[src/rtl/hsp_pkg.sv]
package hsp_pkg;
  localparam int HSP_DW = 8;
  localparam logic ADDR_DATA = 1'b0;
  localparam logic ADDR_CTRL = 1'b1;

  typedef struct packed {
    logic [HSP_DW-4:0] rsvd;
    logic              inte;
    logic              intr;
    logic              full;
  } hsp_status_t;
endpackage

[src/rtl/hsp_sync.sv]
module hsp_sync #(
  parameter int         W       = 1,
  parameter int         STAGES  = 2,
  parameter logic [W-1:0] RST_VAL = '0
) (
  input  logic         clk,
  input  logic         rst_n,
  input  logic [W-1:0] d,
  output logic [W-1:0] q
);
  logic [W-1:0] stg [STAGES];

  always_ff @(posedge clk or negedge rst_n) begin
    if (!rst_n) begin
      for (int i = 0; i < STAGES; i++) stg[i] <= RST_VAL;
    end else begin
      stg[0] <= d;
      for (int i = 1; i < STAGES; i++) stg[i] <= stg[i-1];
    end
  end

  assign q = stg[STAGES-1];
endmodule

[src/rtl/hsp_out_chan.sv]
module hsp_out_chan #(
  parameter int DW = 8
) (
  input  logic          clk,
  input  logic          rst_n,
  input  logic          en,
  input  logic          wr_commit,
  input  logic          wr_busy,
  input  logic [DW-1:0] wdata,
  input  logic          ack_lo,
  input  logic          inte,
  output logic [DW-1:0] dout,
  output logic          full,
  output logic          intr
);
  always_ff @(posedge clk or negedge rst_n) begin
    if (!rst_n) begin
      dout <= '0;
      full <= 1'b0;
      intr <= 1'b0;
    end else if (!en) begin
      full <= 1'b0;
      intr <= 1'b0;
    end else begin
      if (wr_commit) dout <= wdata;
      // a fresh byte wins over a coincident acknowledge
      if (wr_commit)   full <= 1'b1;
      else if (ack_lo) full <= 1'b0;
      intr <= inte & ~ack_lo & ~full & ~wr_busy & ~wr_commit;
    end
  end
endmodule

[src/rtl/hsp_in_chan.sv]
module hsp_in_chan #(
  parameter int DW = 8
) (
  input  logic          clk,
  input  logic          rst_n,
  input  logic          en,
  input  logic          stb_lo,
  input  logic [DW-1:0] din,
  input  logic          rd_commit,
  input  logic          rd_busy,
  input  logic          inte,
  output logic [DW-1:0] latch,
  output logic          full,
  output logic          intr
);
  always_ff @(posedge clk or negedge rst_n) begin
    if (!rst_n) begin
      latch <= '0;
      full  <= 1'b0;
      intr  <= 1'b0;
    end else if (!en) begin
      full <= 1'b0;
      intr <= 1'b0;
    end else begin
      if (stb_lo) begin
        latch <= din;
        full  <= 1'b1;
      end else if (rd_commit) begin
        full <= 1'b0;
      end
      intr <= inte & full & ~stb_lo & ~rd_busy & ~rd_commit;
    end
  end
endmodule

[src/rtl/hsp_cmd.sv]
module hsp_cmd #(
  parameter int DW      = 8,
  parameter int OUT_BIT = 6,
  parameter int IN_BIT  = 4
) (
  input  logic          clk,
  input  logic          rst_n,
  input  logic          commit,
  input  logic [DW-1:0] word,
  output logic          inte_out,
  output logic          inte_in
);
  localparam int IDX_W = $clog2(DW);

  logic [IDX_W-1:0] idx;
  logic             is_bitcmd;
  logic             unused_word;

  assign idx         = word[IDX_W:1];
  assign is_bitcmd   = commit & ~word[DW-1];
  assign unused_word = ^word;

  always_ff @(posedge clk or negedge rst_n) begin
    if (!rst_n) begin
      inte_out <= 1'b0;
      inte_in  <= 1'b0;
    end else if (is_bitcmd) begin
      if (idx == IDX_W'(OUT_BIT)) inte_out <= word[0];
      if (idx == IDX_W'(IN_BIT))  inte_in  <= word[0];
    end
  end
endmodule

[src/rtl/hsp_port_ctrl.sv]
module hsp_port_ctrl
  import hsp_pkg::*;
#(
  parameter int DW       = HSP_DW,
  parameter int SYNC_STG = 2,
  parameter int OUT_BIT  = 6,
  parameter int IN_BIT   = 4
) (
  input  logic          clk,
  input  logic          rst_n,
  input  logic          dir_out,
  input  logic          host_wr_n,
  input  logic          host_rd_n,
  input  logic          host_addr,
  input  logic [DW-1:0] host_wdata,
  output logic [DW-1:0] host_rdata,
  input  logic          periph_stb_n,
  input  logic          periph_ack_n,
  input  logic [DW-1:0] periph_din,
  output logic [DW-1:0] periph_dout,
  output logic          obf_n,
  output logic          ibf,
  output logic          intr
);
  localparam int NSTRB = 4;

  logic [NSTRB-1:0] strb_raw, strb_s;
  logic wr_s, rd_s, stb_s, ack_s;
  logic wr_q, rd_q;
  logic wr_addr_h, rd_addr_h;
  logic [DW-1:0] wr_data_h;
  logic [DW-1:0] din_pipe [SYNC_STG];

  assign strb_raw = {host_wr_n, host_rd_n, periph_stb_n, periph_ack_n};

  hsp_sync #(.W(NSTRB), .STAGES(SYNC_STG), .RST_VAL({NSTRB{1'b1}})) u_sync (
    .clk(clk), .rst_n(rst_n), .d(strb_raw), .q(strb_s)
  );
  assign {wr_s, rd_s, stb_s, ack_s} = strb_s;

  // capture address and data while the raw strobe is low
  always_ff @(posedge clk or negedge rst_n) begin
    if (!rst_n) begin
      wr_q      <= 1'b1;
      rd_q      <= 1'b1;
      wr_addr_h <= ADDR_DATA;
      rd_addr_h <= ADDR_DATA;
      wr_data_h <= '0;
      for (int i = 0; i < SYNC_STG; i++) din_pipe[i] <= '0;
    end else begin
      wr_q <= wr_s;
      rd_q <= rd_s;
      if (!host_wr_n) begin
        wr_addr_h <= host_addr;
        wr_data_h <= host_wdata;
      end
      if (!host_rd_n) rd_addr_h <= host_addr;
      din_pipe[0] <= periph_din;
      for (int i = 1; i < SYNC_STG; i++) din_pipe[i] <= din_pipe[i-1];
    end
  end

  logic wr_rise, rd_rise;
  logic wr_data_rise, wr_data_busy, wr_cmd_rise;
  logic rd_data_rise, rd_data_busy;
  logic stb_lo, ack_lo;

  assign wr_rise      = wr_s & ~wr_q;
  assign rd_rise      = rd_s & ~rd_q;
  assign wr_data_rise = wr_rise & (wr_addr_h == ADDR_DATA) & dir_out;
  assign wr_data_busy = ~wr_s & (wr_addr_h == ADDR_DATA) & dir_out;
  assign wr_cmd_rise  = wr_rise & (wr_addr_h == ADDR_CTRL);
  assign rd_data_rise = rd_rise & (rd_addr_h == ADDR_DATA) & ~dir_out;
  assign rd_data_busy = ~rd_s & (rd_addr_h == ADDR_DATA) & ~dir_out;
  assign stb_lo       = ~stb_s;
  assign ack_lo       = ~ack_s;

  logic inte_out, inte_in, inte_cur;

  hsp_cmd #(.DW(DW), .OUT_BIT(OUT_BIT), .IN_BIT(IN_BIT)) u_cmd (
    .clk(clk), .rst_n(rst_n), .commit(wr_cmd_rise), .word(wr_data_h),
    .inte_out(inte_out), .inte_in(inte_in)
  );
  assign inte_cur = dir_out ? inte_out : inte_in;

  logic [DW-1:0] out_latch, in_latch;
  logic out_full, out_intr, in_full, in_intr;

  hsp_out_chan #(.DW(DW)) u_out (
    .clk(clk), .rst_n(rst_n), .en(dir_out),
    .wr_commit(wr_data_rise), .wr_busy(wr_data_busy), .wdata(wr_data_h),
    .ack_lo(ack_lo), .inte(inte_out),
    .dout(out_latch), .full(out_full), .intr(out_intr)
  );

  hsp_in_chan #(.DW(DW)) u_in (
    .clk(clk), .rst_n(rst_n), .en(~dir_out),
    .stb_lo(stb_lo), .din(din_pipe[SYNC_STG-1]),
    .rd_commit(rd_data_rise), .rd_busy(rd_data_busy), .inte(inte_in),
    .latch(in_latch), .full(in_full), .intr(in_intr)
  );

  hsp_status_t stat;
  always_comb begin
    stat      = '0;
    stat.full = dir_out ? out_full : in_full;
    stat.intr = intr;
    stat.inte = inte_cur;
  end

  assign intr        = dir_out ? out_intr : in_intr;
  assign obf_n       = ~out_full;
  assign ibf         = in_full;
  assign periph_dout = out_latch;
  assign host_rdata  = (host_addr == ADDR_CTRL) ? DW'(stat) :
                       (dir_out ? out_latch : in_latch);
endmodule

[config.mk]
export PLATFORM = sky130hd
export DESIGN_NAME = hsp_port_ctrl
export DESIGN_NICKNAME = d
export VERILOG_FILES = /design/src/rtl/hsp_pkg.sv /design/src/rtl/hsp_sync.sv /design/src/rtl/hsp_out_chan.sv /design/src/rtl/hsp_in_chan.sv /design/src/rtl/hsp_cmd.sv /design/src/rtl/hsp_port_ctrl.sv
export SDC_FILE = /design/constraint.sdc
export NUM_CORES = 1
export LEC_CHECK = 0
export ABC_AREA = 1
export BUFFER_PORTS_ARGS = -buffer_cell sky130_fd_sc_hd__buf_2
export CORE_MARGIN = 2
export CORE_UTILIZATION = 31
export DETAILED_ROUTE_END_ITERATION = 8
export GPL_TIMING_DRIVEN = 0
export SETUP_SLACK_MARGIN = 0.02
export SYNTH_ARGS = -nofsm -noshare
export SYNTH_HDL_FRONTEND = slang
export SYNTH_HIERARCHICAL = 1
export SYNTH_SLANG_ARGS = --single-unit
[constraint.sdc]
create_clock -name clk -period 3.79 [get_ports clk]
set_input_delay 0.1895 -clock clk [delete_from_list [all_inputs] [get_ports clk]]
set_output_delay 0.1895 -clock clk [all_outputs]
set_load 0.03 [all_outputs]
==> results of run 1 <==
## layer usage
| metal | track usage [%] | wire length [µm] | vias up |
|---|---|---|---|
| li1 | - | - | 870 |
| met1 | 15.5 | 2160 | 811 |
| met2 | 19.3 | 2170 | 47 |
| met3 | 5.15 | 300 | 7 |
| met4 | 4.55 | 65 | 0 |
| met5 | 0 | 0 | - |
## logic make-up (layout without fill, tap and decap cells)
family / Yosys count / count (layout) / synth area share, %
DFF: 58 / 58 / 62.1
and+or+nand+nor: 121 / 121 / 24.3
AOI/OAI and AO/OA: 16 / 16 / 3.50
buffers and inverters: 47 / 118 / 10.1
## power by group through the flow
stage               sequential (mW)  clock (mW)  combinational, mW
finish                        0.724       0.705              0.237
floorplan                     0.764           0              0.115
detailed placement            0.736           0              0.231
global route                  0.732       0.751              0.266
global placement              0.734           0              0.228
CTS                           0.725       0.725              0.241
## cell usage after synthesis
master / instances / area [µm²]
nand3_2: 1 / 10.0
dfrtp_1: 48 / 1200
buf_6: 5 / 56.3
clkinv_2: 1 / 5.00
dfstp_2: 10 / 263
buf_4: 6 / 45.0
nand3_4: 1 / 17.5
nor3_1: 1 / 5.00
nand2_8: 1 / 20.0
o21ai_1: 3 / 15.0
buf_2: 1 / 5.00
inv_2: 2 / 7.51
nor2_2: 4 / 25.0
nand3_1: 25 / 125
nand2_1: 67 / 251
o21bai_1: 1 / 7.51
and2_1: 1 / 6.26
nor2_1: 14 / 52.6
inv_1: 32 / 120
nand4_1: 1 / 6.26
nor3_2: 3 / 30.0
nand2_4: 2 / 22.5
o21ai_0: 12 / 60.1
## area by class of cell
class	instances	area, µm²
Multi-Input combinational cell	137	654
Sequential cell	58	1460
Tap cell	99	124
Fill cell	763	4220
Buffer	12	106
Clock buffer	11	151
Inverter	35	133
Clock inverter	5	100
Timing Repair Buffer	55	343
## worst register-to-register path, delay by kind of cell, from the launching register on
kind	cells	cell delay, ns
flops	1	0.52
buf+inv	2	0.28
simple gates	5	0.43
## registers in the layout (all words and copies together), names as in the netlist
name	count
din_pipe	16
rd_addr_h	1
rd_q	1
u_cmd/inte_in	1
u_cmd/inte_out	1
u_in/full	1
u_in/intr	1
u_in/latch	8
u_out/dout	8
u_out/full	1
u_out/intr	1
u_sync/q	4
u_sync/stg	4
wr_addr_h	1
wr_data_h	8
wr_q	1
## how the worst max path moves through the flow
stage / start / endpoint / slack, ns / depth (start not counted)
floorplan: u_sync/q[3] / u_out/dout[3] / 2.57 / 7
global placement: rst_n / wr_data_h[0] / 2.48 / 1
detailed placement: rst_n / u_out/full / 2.43 / 1
CTS: u_in/full / host_rdata[0] / 2.38 / 5
global route: u_out/dout[2] / host_rdata[2] / 2.32 / 5
finish: u_in/full / host_rdata[0] / 2.41 / 5
## stage by stage
step	power [mW]	setup slack, ns
2_1_floorplan	0.879	2.57
3_3_place_gp	0.962	2.48
3_5_place_dp	0.967	2.43
4_1_cts	1.69	2.38
5_1_grt	1.75	2.32
6_report	1.67	2.41
## repair_timing
item / 4_1_cts / 5_1_grt
hold endpoints to repair: 12 / 48
hold buffers: 12 / 1
buffers inserted: 0 / 0
==> results.yml, run 1 <==
timing:
  clock_skew_ns: 0.00731
  max_freq_mhz: 726
  finalMaxSlewViolations: 0
  hold_slack_ns: 0.0728
  worstMarginPinSlew_ns: 0.714
  fin_setup_tns_ns: 0
  layout_min_cycle_time_ns: 1.38
  setup_viol: 0
  rsz0062_at_grt: "no"
  fin_crit_sh_pct: 36.3
  max_slew_margin_pct: 52.4
  hold_viol: 0
critical_path:
  cpLargestDelayFamily: "flip-flops"
  timing.rr.start: "u_sync/q[3]"
  path_buf_inv: 2
  start_kind: "flip-flop"
  crit_fanout: 3
  r2r.worst_path.cells: 7
  crit_type: "reg -> out"
  cp_common_cell: "nand2_1"
  worstReg2RegEnd: "u_out/dout[6]"
  slowest_stage: "dfrtp_1"
  critPathArrivalTime_ns: 1.19
  critPathMaxStageDelay_ns: 0.43
  cp-end-kind: "output port"
  cp.required_ns: 3.60
  cp_cell_sequence: "inv_1 > nand2_1 > nand3_1 > nand2_1 > buf_2"
  r2r_setup_slack_ns: 2.47
pwr:
  p_sw_mw: 0.431
  p_sw_share_pct: 25.9
  p_leak_nw: 1.59
  power_frac_seq_pct: 43.4
  peakVddDrop_mv: 0.225
  powerDensity_nw_per_um2: 542
  power_frac_clock_pct: 42.3
  p_comb_share_pct: 14.2
  p_int_mw: 1.24
drt:
  wl_mm: 4.69
  drc: 0
  firstDrtPassIters: 4
  post_drt_wl_per_cell_um: 11.4
  ant_nets: 0
  drt_iter0_drc: 63
  via_per_inst: 4.21
  vias: 1735
clock_network:
  cts_tree: "yes"
  cts_sinks: 58
  htreeDepth: 3
  clk_latency_ns: 0.33
  post_cts_resize_count: 0
  cts_made_buffers: 9
  path_clk_slew_ns: 0.07
  clk_path_buf_depth: 2
  cts-root-buf: "clkbuf_8"
die:
  core-area_um2: 7290
  dieArea_um2: 8320
  die_w_um: 91.2
  start_util_pct: 32.3
  core.rowCount: 31
  die_height_um: 91.2
  ios: 43
cells_and_area:
  instances_no_fill: 412
  layout_common_cells: "nand2_1 (67), dfrtp_1 (48), buf_2 (42)"
  drive_above_1_share_pct: 30.4
  final_common_cell: "nand2_1"
  fin_nets: 332
  final_area_um2: 3080
  diodes: 0
  area_delta_synth_final_pct: 30.5
  final_util_pct: 42.2
placement:
  post_dp_cell_area_um2: 2690
  numPortBuffers: 42
  gp_congestion: 0.790
  dpl.hpwl_mm: 3.24
  dp_cells: 383
grt:
  grt_usage_pct: 12.4
  grt_start_max_net_pins: 59
  grt_pass1_wl_mm: 8.01
  antenna_found_initial: 0
  grt_pass1_vias: 1769
  overflow: 0
synthesis:
  ys_seq_area_share_pct: 62.1
  synth_warnings: 6
  synth_area_per_cell_um2: 9.74
  synth_cells: 242
  synth.ff_latch_count: 58
  syn_area_um2: 2360
  synth_nets: 266
  yosysUniqueCellTypes: 23
min_path:
  min_path_type: "in -> reg"
  holdPathEnd: "wr_data_h[6]"
  hold_start: "host_wdata[6]"
  hold-path-cell-count: 3
outcome:
  outcome: "finished, final reports clean"
job:
  maxCapViolCount: 0
Power figures use the tool's default switching activity.
==> run 2, diff against run 1 <==
- clock period: 3.79 -> 1.29 ns (I/O delays scaled with it)
==> run 2 against run 1 <==
Compared with the run above:
- flip-flop and latch count did not move
- first-iteration DRC count shrank 22%
- via count rose by 4.8%
- critical path depth is 2 lower
- sequential share of layout area is 3.3 points lower
- combinational power grew to 3.5 times the previous value
- highest routed layer unchanged
==> results.yml, run 2 (synthesis results as in run 1) <==
die:
  core-area_um2: 7290
  start_util_pct: 32.3
  ios: 43
  dieArea_um2: 8320
  core.rowCount: 31
  die_height_um: 91.2
  die_w_um: 91.2
timing:
  finalMaxSlewViolations: 0
  hold_viol: 0
  worstMarginPinSlew_ns: 0.708
  setup_slack_ns: 0.0791
  max_slew_margin_pct: 52.8
  max_freq_mhz: 826
  hold_slack_ns: 0.113
  fin_crit_sh_pct: 93.9
  rsz0062_at_grt: "yes"
  layout_min_cycle_time_ns: 1.21
  setup_viol: 0
  clock_skew_ns: 0.00572
placement:
  place_ws_ns: -0.0414
  numPortBuffers: 42
  dpl.hpwl_mm: 3.24
  dp_cells: 383
  gp_congestion: 0.790
clock_network:
  path_clk_slew_ns: 0.06
  htreeDepth: 3
  clk_path_buf_depth: 2
  cts_sinks: 58
  cts_made_buffers: 9
  cts-root-buf: "clkbuf_8"
  cts_tree: "yes"
  clk_latency_ns: 0.33
cells_and_area:
  instances_no_fill: 428
  regMostFlops: "din_pipe"
  final_common_cell: "nand2_1"
  diodes: 0
  fin_nets: 348
  area_delta_synth_final_pct: 40.1
  filler_cell_count: 742
  largest_register_ffs: 16
  drive_above_1_share_pct: 35.0
  layout_common_cells: "nand2_1 (62), dfrtp_1 (48), buf_2 (36)"
critical_path:
  crit_fanout: 3
  cp-end-kind: "output port"
  r2r_setup_slack_ns: 0.08
  cp.required_ns: 1.23
  start_kind: "flip-flop"
  r2r.worst_path.cells: 6
  critPathArrivalTime_ns: 1.15
  crit_type: "reg -> out"
drt:
  post_drt_wl_per_cell_um: 11.4
  firstDrtPassIters: 4
  wl_mm: 4.88
  drt_iter0_drc: 49
  ant_nets: 0
  via_per_inst: 4.25
  drc: 0
  vias: 1818
min_path:
  hold-path-cell-count: 3
  min_path_type: "in -> reg"
grt:
  antenna_found_initial: 0
  grt_pass1_vias: 1804
  grt_start_max_net_pins: 59
  overflow: 0
  grt_usage_pct: 12.7
  grt_pass1_wl_mm: 8.18
job:
  maxCapViolCount: 0
pwr:
  peakVddDrop_mv: 0.663
  powerDensity_nw_per_um2: 1520
  p_leak_nw: 1.67
outcome:
  outcome: "finished, final reports clean"
-- run 2: report_power, final --
| part | switching (mW) | internal [mW] |
|---|---|---|
| registers | 0.122 | 2.00 |
| logic | 0.491 | 0.331 |
| clock network | 0.694 | 1.38 |
-- run 2: critical path: stages (launching register included) --
cell and delay [ns]:
dfrtp_1 0.39, nor2_1 0.06, nor2_1 0.14, buf_2 0.22
-- run 2: routing by layer --
| layer | track usage [%] | share of wire, % |
|---|---|---|
| met1 | 16.0 | 47 |
| met2 | 19.6 | 46 |
| met3 | 5.15 | 5.8 |
| met4 | 4.55 | 1.3 |
| met5 | 0 | 0 |
-- run 2: timing repair --
action | CTS | global route
setup buffers | 3 | 6
pin swaps | 3 | 9
gates resized for setup | 2 | 25
setup endpoints to repair | 10 | 16
hold buffers | 20 | 1
endpoints found under the hold margin | 21 | 48
-- run 2: final timing paths --
check                              start       endpoint
hold reg to reg             din_pipe[11]    din_pipe[3]
setup / recovery           u_out/dout[5]  host_rdata[5]
min in group asynchronous          rst_n    din_pipe[6]
setup reg to reg             u_sync/q[3]  u_out/dout[6]
max in group asynchronous          rst_n     u_out/full
hold / removal                   dir_out     u_out/full
-- run 2: cell type report --
class	instances	area (µm²)	area share, %
clock inverters	5	100	3.03
flip-flops and latches	58	1460	44.3
well taps	99	124	3.75
multi-input cells	137	706	21.4
inverters	35	133	4.02
repair buffers	72	526	15.9
plain buffers	11	98.8	2.99
clock buffers	11	151	4.59
-- run 2: stage by stage --
stage	util [%]	setup TNS, ns	power (mW)	instance area [µm²]
2_1_floorplan	-	0	2.58	2360
3_3_place_gp	36.9	-0.107	2.83	2690
5_1_grt	45.3	-0.00125	5.26	3300
6_report	45.3	0	5.02	3300
4_1_cts	43.6	0	5.00	3180
3_5_place_dp	36.9	-0.285	2.84	2690
==> run 3, diff against run 2 <==
- CTS_BUF_LIST: not set -> sky130_fd_sc_hd__clkbuf_4 sky130_fd_sc_hd__clkbuf_8 sky130_fd_sc_hd__clkbuf_16
- SKIP_CTS_REPAIR_TIMING: not set -> 1
==> run 3 against run 2 <==
Compared with the run above:
- combinational power shrank 2%
- non-clock buffer count decreased by 1
- sequential power barely moved
- utilization fell by 0.17 points
- global-route usage shrank 0.41 points
- largest cell class unchanged
- largest power group unchanged
- highest routed layer unchanged
==> results.yml, run 3 (synthesis results as in run 1) <==
critical_path:
  cp-end-kind: "flip-flop"
  cp_cell_sequence: "nand2_2 > nor3_2 > buf_6 > buf_12 > nand3_1 > nand2_1"
  cp.required_ns: 1.56
  slowest_stage: "dfstp_2"
  crit_type: "reg -> reg"
  start_kind: "flip-flop"
  critPathArrivalTime_ns: 1.55
  crit_fanout: 8
  critPathMaxStageDelay_ns: 0.55
placement:
  numPortBuffers: 42
  post_dp_cell_area_um2: 2690
  gp_congestion: 0.790
  dpl.hpwl_mm: 3.24
clock_network:
  path_clk_slew_ns: 0.06
  clk_path_buf_depth: 2
  cts_tree: "yes"
  cts_made_buffers: 9
  htreeDepth: 3
  cts-root-buf: "clkbuf_8"
  cts_sinks: 58
  clk_latency_ns: 0.33
grt:
  overflow: 0
  grt_pass1_wl_mm: 7.87
  grt_usage_pct: 12.3
  grt_start_max_net_pins: 59
  grt_pass1_vias: 1711
  antenna_found_initial: 0
timing:
  hold_viol: 0
  fin_crit_sh_pct: 99.4
  finalMaxSlewViolations: 0
  hold_slack_ns: 0.0973
  setup_viol: 0
  rsz0062_at_grt: "yes"
  max_freq_mhz: 780
  worstMarginPinSlew_ns: 0.706
  layout_min_cycle_time_ns: 1.28
  max_slew_margin_pct: 52.9
  clock_skew_ns: 0.00700
die:
  die_w_um: 91.2
  dieArea_um2: 8320
  die_height_um: 91.2
  ios: 43
  core.rowCount: 31
  core-area_um2: 7290
  start_util_pct: 32.3
drt:
  drt_iter0_drc: 42
  post_drt_wl_per_cell_um: 11.3
  ant_nets: 0
  via_per_inst: 4.23
  drc: 0
  wl_mm: 4.82
  firstDrtPassIters: 4
  vias: 1805
cells_and_area:
  area_delta_synth_final_pct: 39.5
  diodes: 0
  regArea_um2: 1460
  multi_input_comb_area_um2: 701
  final_common_cell: "nand2_1"
  drive_above_1_share_pct: 34.1
  final_area_um2: 3290
  filler_cell_count: 743
  largest_register_ffs: 16
  layout_common_cells: "nand2_1 (65), dfrtp_1 (48), buf_2 (36)"
  regMostFlops: "din_pipe"
  final_util_pct: 45.1
  fin_nets: 347
min_path:
  min_path_type: "in -> reg"
job:
  maxCapViolCount: 0
pwr:
  p_leak_nw: 1.66
  finalPower_mw: 5.01
  peakVddDrop_mv: 0.663
  powerDensity_nw_per_um2: 1520
outcome:
  outcome: "finished, final reports clean"
==> run 3: worst max-delay path, delay by kind of cell (launching register included) <==
family | cells | cell delay, ns
flip-flops | 1 | 0.55
AND/OR/NAND/NOR | 4 | 0.39
buffers and inverters | 2 | 0.27
==> run 3: per-layer routing <==
| layer | vias to the layer above | part of all wire [%] | wire [µm] | global-route usage [%] |
|---|---|---|---|---|
| li1 | 900 | - | - | - |
| met1 | 853 | 47 | 2250 | 15.3 |
| met2 | 45 | 46 | 2240 | 19.0 |
| met3 | 7 | 5.5 | 267 | 5.23 |
| met4 | 0 | 1.3 | 65 | 4.55 |
| met5 | - | 0 | 0 | 0 |
==> run 3: where the power goes <==
part	switching, mW	leakage [nW]	internal [mW]
Clock	0.692	0.129	1.38
Sequential	0.122	0.696	2.00
Combinational	0.486	0.836	0.322
==> run 3: path summary, 6_finish.rpt <==
kind                                    from  cells past startpoint             to  slack [ns]
worst max-delay path             u_sync/q[3]                      6  u_out/dout[2]       0.008
worst min-delay path                 dir_out                      3     u_out/full         0.1
worst max register to register   u_sync/q[3]                      6  u_out/dout[2]       0.008
worst min register to register  din_pipe[11]                      0    din_pipe[3]        0.35
max in group asynchronous              rst_n                      2   wr_data_h[1]        0.50
min in group asynchronous              rst_n                      2    din_pipe[6]        0.32
==> run 3: area by class of cell <==
type                            instances  area share [%]
Clock inverter                          5            3.04
Clock buffer                           11            4.60
Timing Repair Buffer                   71            15.7
Inverter                               35            4.03
Sequential cell                        58            44.5
Multi-Input combinational cell        137            21.3
Tap cell                               99            3.77
Buffer                                 11            3.00
==> run 3: stage by stage <==
step	std cells	setup TNS (ns)	worst slack [ns]
2_1_floorplan	242	0	0.0702
3_3_place_gp	383	-0.107	-0.0156
3_5_place_dp	383	-0.285	-0.0414
4_1_cts	399	-0.332	-0.0461
5_1_grt	427	-0.572	-0.0779
6_report	427	0	0.00803
